**src/rtl/amap_pkg.sv**
```systemverilog
package amap_pkg;

   localparam int unsigned AMAP_ENTRIES = 16;
   localparam int unsigned AMAP_IDX_W   = $clog2(AMAP_ENTRIES);
   localparam int unsigned AMAP_TCOL_W  = 4;
   localparam int unsigned AMAP_TROW_W  = 5;

   // interleave kinds; code 3 fits nothing
   typedef enum logic [1:0] {
      KIND_EXACT  = 2'd0,
      KIND_ROWMIN = 2'd1,
      KIND_EITHER = 2'd2,
      KIND_NONE   = 2'd3
   } amap_kind_e;

   typedef struct packed {
      amap_kind_e             kind;
      logic [AMAP_TCOL_W-1:0] cols;
      logic [AMAP_TROW_W-1:0] rows;
   } amap_entry_t;

   typedef enum logic {
      ST_IDLE = 1'b0,
      ST_SCAN = 1'b1
   } amap_state_e;

endpackage

```
**src/rtl/amap_table.sv**
```systemverilog
module amap_table
   import amap_pkg::*;
(
   input  logic [AMAP_IDX_W-1:0] idx,
   output amap_entry_t           ent
);

   always_comb begin
      ent.kind = KIND_EXACT;
      ent.cols = 4'd10;
      ent.rows = 5'd13;
      case (idx)
         4'd0:  begin ent.kind = KIND_EXACT;  ent.cols = 4'd10; ent.rows = 5'd13; end
         4'd1:  begin ent.kind = KIND_EXACT;  ent.cols = 4'd10; ent.rows = 5'd14; end
         4'd2:  begin ent.kind = KIND_EXACT;  ent.cols = 4'd10; ent.rows = 5'd15; end
         4'd3:  begin ent.kind = KIND_EXACT;  ent.cols = 4'd10; ent.rows = 5'd16; end
         4'd4:  begin ent.kind = KIND_EXACT;  ent.cols = 4'd11; ent.rows = 5'd14; end
         4'd5:  begin ent.kind = KIND_EXACT;  ent.cols = 4'd11; ent.rows = 5'd15; end
         4'd6:  begin ent.kind = KIND_EXACT;  ent.cols = 4'd11; ent.rows = 5'd16; end
         4'd7:  begin ent.kind = KIND_EXACT;  ent.cols = 4'd9;  ent.rows = 5'd13; end
         4'd8:  begin ent.kind = KIND_EXACT;  ent.cols = 4'd9;  ent.rows = 5'd14; end
         4'd9:  begin ent.kind = KIND_EXACT;  ent.cols = 4'd9;  ent.rows = 5'd15; end
         4'd10: begin ent.kind = KIND_EXACT;  ent.cols = 4'd9;  ent.rows = 5'd16; end
         4'd11: begin ent.kind = KIND_ROWMIN; ent.cols = 4'd10; ent.rows = 5'd15; end
         4'd12: begin ent.kind = KIND_ROWMIN; ent.cols = 4'd11; ent.rows = 5'd14; end
         4'd13: begin ent.kind = KIND_ROWMIN; ent.cols = 4'd10; ent.rows = 5'd13; end
         4'd14: begin ent.kind = KIND_EITHER; ent.cols = 4'd10; ent.rows = 5'd16; end
         default: begin ent.kind = KIND_EITHER; ent.cols = 4'd9; ent.rows = 5'd16; end
      endcase
   end

endmodule

```
**src/rtl/amap_rule.sv**
```systemverilog
module amap_rule
   import amap_pkg::*;
#(
   parameter int unsigned COL_W = 4,
   parameter int unsigned ROW_W = 5
) (
   input  amap_kind_e       req_kind,
   input  amap_entry_t      ent,
   input  logic [COL_W-1:0] eff_cols,
   input  logic [ROW_W-1:0] det_rows,
   output logic             hit
);

   localparam int unsigned N_KINDS = 4;

   logic [COL_W-1:0]   t_cols;
   logic [ROW_W-1:0]   t_rows;
   logic               col_eq, col_le, row_eq, row_le;
   logic [N_KINDS-1:0] rule_hit;

   assign t_cols = COL_W'(ent.cols);
   assign t_rows = ROW_W'(ent.rows);
   assign col_eq = (t_cols == eff_cols);
   assign col_le = (t_cols <= eff_cols);
   assign row_eq = (t_rows == det_rows);
   assign row_le = (t_rows <= det_rows);

   // one fitting rule per kind code
   for (genvar k = 0; k < N_KINDS; k++) begin : g_rule
      if (k == int'(KIND_EXACT)) begin : g_exact
         assign rule_hit[k] = col_eq && row_eq;
      end else if (k == int'(KIND_ROWMIN)) begin : g_rowmin
         assign rule_hit[k] = col_eq && row_le;
      end else if (k == int'(KIND_EITHER)) begin : g_either
         assign rule_hit[k] = col_eq || (col_le && row_eq);
      end else begin : g_none
         assign rule_hit[k] = 1'b0;
      end
   end

   assign hit = (ent.kind == req_kind) && rule_hit[req_kind];

endmodule

```
**src/rtl/amap_matcher.sv**
```systemverilog
module amap_matcher
   import amap_pkg::*;
#(
   parameter int unsigned COL_W = 4,
   parameter int unsigned ROW_W = 5
) (
   input  logic                  clk,
   input  logic                  rst_n,
   input  logic                  start,
   input  logic [1:0]            scheme,
   input  logic                  narrow_bus,
   input  logic [COL_W-1:0]      col_cnt,
   input  logic [ROW_W-1:0]      row_cnt,
   output logic                  busy,
   output logic                  done,
   output logic                  not_found,
   output logic [AMAP_IDX_W-1:0] map_idx
);

   localparam logic [AMAP_IDX_W-1:0] LAST_IDX = AMAP_IDX_W'(AMAP_ENTRIES - 1);

   if (COL_W < AMAP_TCOL_W) begin : g_bad_col_w
      $error("amap_matcher: COL_W too small for table columns");
   end
   if (ROW_W < AMAP_TROW_W) begin : g_bad_row_w
      $error("amap_matcher: ROW_W too small for table rows");
   end

   amap_state_e           st_q;
   logic [AMAP_IDX_W-1:0] idx_q;
   amap_kind_e            kind_q;
   logic [COL_W-1:0]      cols_q;
   logic [ROW_W-1:0]      rows_q;
   logic [COL_W-1:0]      eff_cols;
   logic                  done_q, nf_q;
   logic [AMAP_IDX_W-1:0] map_q;
   amap_entry_t           ent;
   logic                  hit;

   // narrow bus consumes one column bit; saturate at zero
   assign eff_cols = (narrow_bus && (col_cnt != '0)) ? col_cnt - 1'b1 : col_cnt;

   amap_table i_table (
      .idx (idx_q),
      .ent (ent)
   );

   amap_rule #(
      .COL_W (COL_W),
      .ROW_W (ROW_W)
   ) i_rule (
      .req_kind (kind_q),
      .ent      (ent),
      .eff_cols (cols_q),
      .det_rows (rows_q),
      .hit      (hit)
   );

   always_ff @(posedge clk) begin
      if (!rst_n) begin
         st_q   <= ST_IDLE;
         idx_q  <= '0;
         kind_q <= KIND_EXACT;
         cols_q <= '0;
         rows_q <= '0;
         done_q <= 1'b0;
         nf_q   <= 1'b0;
         map_q  <= '0;
      end else begin
         done_q <= 1'b0;
         case (st_q)
            ST_IDLE: begin
               if (start) begin
                  st_q   <= ST_SCAN;
                  idx_q  <= '0;
                  kind_q <= amap_kind_e'(scheme);
                  cols_q <= eff_cols;
                  rows_q <= row_cnt;
               end
            end
            default: begin
               if (hit) begin
                  st_q   <= ST_IDLE;
                  done_q <= 1'b1;
                  nf_q   <= 1'b0;
                  map_q  <= idx_q;
               end else if ((kind_q == KIND_NONE) || (idx_q == LAST_IDX)) begin
                  st_q   <= ST_IDLE;
                  done_q <= 1'b1;
                  nf_q   <= 1'b1;
               end else begin
                  idx_q  <= idx_q + 1'b1;
               end
            end
         endcase
      end
   end

   assign busy      = (st_q == ST_SCAN);
   assign done      = done_q;
   assign not_found = nf_q;
   assign map_idx   = map_q;

   p_done_pulse_r7: assert property (@(posedge clk) disable iff (!rst_n)
      done |=> !done);

   p_busy_done_excl_r10: assert property (@(posedge clk) disable iff (!rst_n)
      !(busy && done));

   p_start_takes_r10: assert property (@(posedge clk) disable iff (!rst_n)
      (!busy && start) |=> busy);

   p_busy_ends_done_r10: assert property (@(posedge clk) disable iff (!rst_n)
      busy |=> (busy || done));

   p_idx_hold_r9: assert property (@(posedge clk) disable iff (!rst_n)
      (done && not_found) |-> $stable(map_idx));

   p_reserved_r8: assert property (@(posedge clk) disable iff (!rst_n)
      (busy && (kind_q == KIND_NONE)) |=> (done && not_found));

endmodule

```
**config.mk**
```make
export PLATFORM = sky130hd
export DESIGN_NAME = amap_matcher
export DESIGN_NICKNAME = d
export VERILOG_FILES = /design/src/rtl/amap_pkg.sv /design/src/rtl/amap_table.sv /design/src/rtl/amap_rule.sv /design/src/rtl/amap_matcher.sv
export SDC_FILE = /design/constraint.sdc
export NUM_CORES = 1
export LEC_CHECK = 0
export ABC_AREA = 1
export BUFFER_PORTS_ARGS = -buffer_cell sky130_fd_sc_hd__buf_2
export CAP_MARGIN = 20
export CORE_ASPECT_RATIO = 1.4
export CORE_UTILIZATION = 45
export DETAILED_ROUTE_END_ITERATION = 8
export REMOVE_ABC_BUFFERS = 1
export SLEW_MARGIN = 10
export SYNTH_ARGS = -nofsm -noshare
export SYNTH_HDL_FRONTEND = slang
export SYNTH_HIERARCHICAL = 1
export SYNTH_SLANG_ARGS = --single-unit
```
**constraint.sdc**
```tcl
create_clock -name clk -period 6.35 [get_ports clk]
set_input_delay 0.3175 -clock clk [delete_from_list [all_inputs] [get_ports clk]]
set_output_delay 0.3175 -clock clk [all_outputs]
set_load 0.005 [all_outputs]
```
==> results.yml <==
outcome:
  status: "finished, final reports clean"
grt:
  antenna_found_initial: 0
  grt_max_degree: 18
  grt_overflow_total: 0
  grt_pass1_wl_um: 5530
  grt_pass1_vias: 1330
  track_usage: 0.191
drt:
  dr.first_iter.drc_count: 25
  dr.pass1.iters: 4
  route.vias.total: 1419
  routedWlPerCell_um: 10.4
  wirelength_um: 3150
  antenna_left: 0
  post_drt_via_cell_ratio: 4.68
  drc: 0
cts:
  root_buffer: "clkbuf_8"
  cts_resized: 0
  cts_tree: "built"
  cts_buffers: 3
  cts_num_sinks: 22
  cts_buffer_depth: 2
  postCtsSetupRepairBufs: 0
  clk_pin_slew_ns: 0.09
  cts_hold_buffers: 0
  cts_htree_levels: 1
  clock_latency_ns: 0.26
yosys:
  yosysUniqueCellTypes: 30
  synth-seq-cells: 22
  syn_inst: 245
  syn_avg_cell_area_um2: 6.53
  synth_area_mm2: 0.00160
  synth_largest_area_cell: "dfxtp_1"
  ys_seq_area_frac: 0.275
  yosysWarnings: 6
  synth.top_cell.area_share: 0.275
  synth_area_leaders: "dfxtp_1, nand2_1, ha_1"
layout:
  area_growth_syn_to_layout_pct: 10.6
  layout-drive-gt1-share: 0.167
  final_cells: 303
  insertedDiodeCount: 0
  nNetsFinal: 295
floorplanning:
  dieArea_mm2: 0.00380
  die_y_um: 72.6
  die-width_um: 52.4
  io_pins: 22
  initial_core_util: 0.474
  rows: 25
  core_area_mm2: 0.00338
worst_setup_path:
  arrival_ns: 2.88
  crit_type: "register to register"
  crit_path_start_kind: "register"
  cp.required_ns: 6.55
  r2r_slack_ns: 3.67
  critPathCaptureType: "register"
  cp_max_fo: 9
timing:
  finalCriticalPeriod_ns: 2.68
  tightest_slew_ns: 0.624
  grt_setup_unrepaired: "no"
  fin_tns_setup_ns: 0
  relSlewSlack: 0.584
  hold_violations: 0
  worst_slack_ns: 3.67
  final.setup_skew_ns: 0.00804
  fin_crit_sh: 0.422
  setup_viol: 0
  holdWs_ns: 0.269
  maxSlewViolCount: 0
  max_freq_ghz: 0.373
placed_design:
  placedCellCount: 299
  pre_cts_slack_ns: 3.72
  gp_congestion: 0.775
  io_buffers: 21
  dpl.hpwl_um: 2350
hold_path:
  min_path_type: "input pin to register"
run:
  drv_cap: 0
pwr:
  pwr_density_cell_mw_per_mm2: 202
  irDropWorstVdd_uv: 163
  p_leak_nw: 0.924
==> layout by cell type, fill, tap and decap left out, types with 6 or more instances in the layout <==
cell	instances
nor2_1	31
a21oi_1	9
buf_2	21
nand3_1	16
inv_1	35
ha_1	16
dfxtp_1	22
o21ai_0	14
inv_2	6
nand2_1	64
==> where the power goes <==
part | switching, mW | internal, mW | leakage [nW]
clock network | 0.0478 | 0.0842 | 0.0357
registers | 0.00828 | 0.147 | 0.181
logic | 0.0425 | 0.0272 | 0.708
==> Yosys cell counts (all sizes together) <==
| cell | instances |
|---|---|
| a21oi | 10 |
| a22oi | 1 |
| a31oi | 2 |
| buf | 7 |
| clkinv | 1 |
| conb | 2 |
| dfxtp | 22 |
| ha | 16 |
| inv | 43 |
| nand2 | 67 |
| nand3 | 17 |
| nand4 | 2 |
| nor2 | 34 |
| nor3 | 2 |
| o21ai | 16 |
| xor2 | 3 |
==> worst paths after layout <==
check,startpoint,cells past startpoint,to
worst max-delay path,idx_q[0]$_SDFFE_PN0P_,17,map_idx[0]$_SDFFE_PN0P_
worst min-delay path,scheme[1],3,kind_q[1]$_SDFFE_PN0P_
worst max register to register,idx_q[0]$_SDFFE_PN0P_,17,map_idx[0]$_SDFFE_PN0P_
worst min register to register,map_idx[2]$_SDFFE_PN0P_,2,map_idx[2]$_SDFFE_PN0P_
==> logic make-up after synthesis <==
kind of cell	after synthesis	synth area share
AOI/OAI and AO/OA	29	0.0985
xor gates and xnor gates	3	0.0164
buffers and inverters	51	0.142
and+or+nand+nor	122	0.339
adders and majority gates	16	0.125
DFF	22	0.275
other	2	0.00469
==> per-layer routing <==
layer  GRT usage  up-vias  wire length, µm
li1            -      788                -
met1       0.236      614             1490
met2       0.340       15             1580
met3      0.0189        2               53
met4      0.0526        0               28
met5           0        -                0
==> critical path: stages, from the launching register on <==
cell and delay [ns]:
dfxtp_1 0.52, inv_1 0.15, ha_1 0.22, inv_1 0.07, nand2_1 0.05, nand3_1 0.10
nand2_1 0.07, ha_1 0.31, nand2_2 0.08, nor3_2 0.19, nand3_1 0.12, nand2_1 0.10
a21oi_1 0.08, nor2_2 0.13, nand2_1 0.10, inv_2 0.13, o21ai_0 0.08, a21oi_1 0.12
==> area by class of cell <==
| type | instances | area [µm²] |
|---|---|---|
| timing repair buffer | 21 | 105 |
| tap | 40 | 50.0 |
| sequential | 22 | 440 |
| inverter | 44 | 170 |
| clock buffer | 3 | 41.3 |
| clock inverter | 1 | 30.0 |
| fill | 362 | 1610 |
| multi-input combinational | 172 | 933 |
==> sequential cells by signal (all words and copies together), names as in the netlist <==
signal and cells:
rows_q 5, cols_q 4, idx_q 4, map_idx 4, kind_q 2, busy 1, done 1, not_found 1
==> metrics by stage <==
stage / area [µm²] / power, mW / util
global route: 1770 / 0.380 / 0.524
global placement: 1700 / 0.229 / 0.503
floorplan: 1540 / 0.209 / -
CTS: 1770 / 0.363 / 0.524
finish: 1770 / 0.357 / 0.524
detailed placement: 1700 / 0.229 / 0.503
Note: power is estimated with default switching activity, not from simulation.
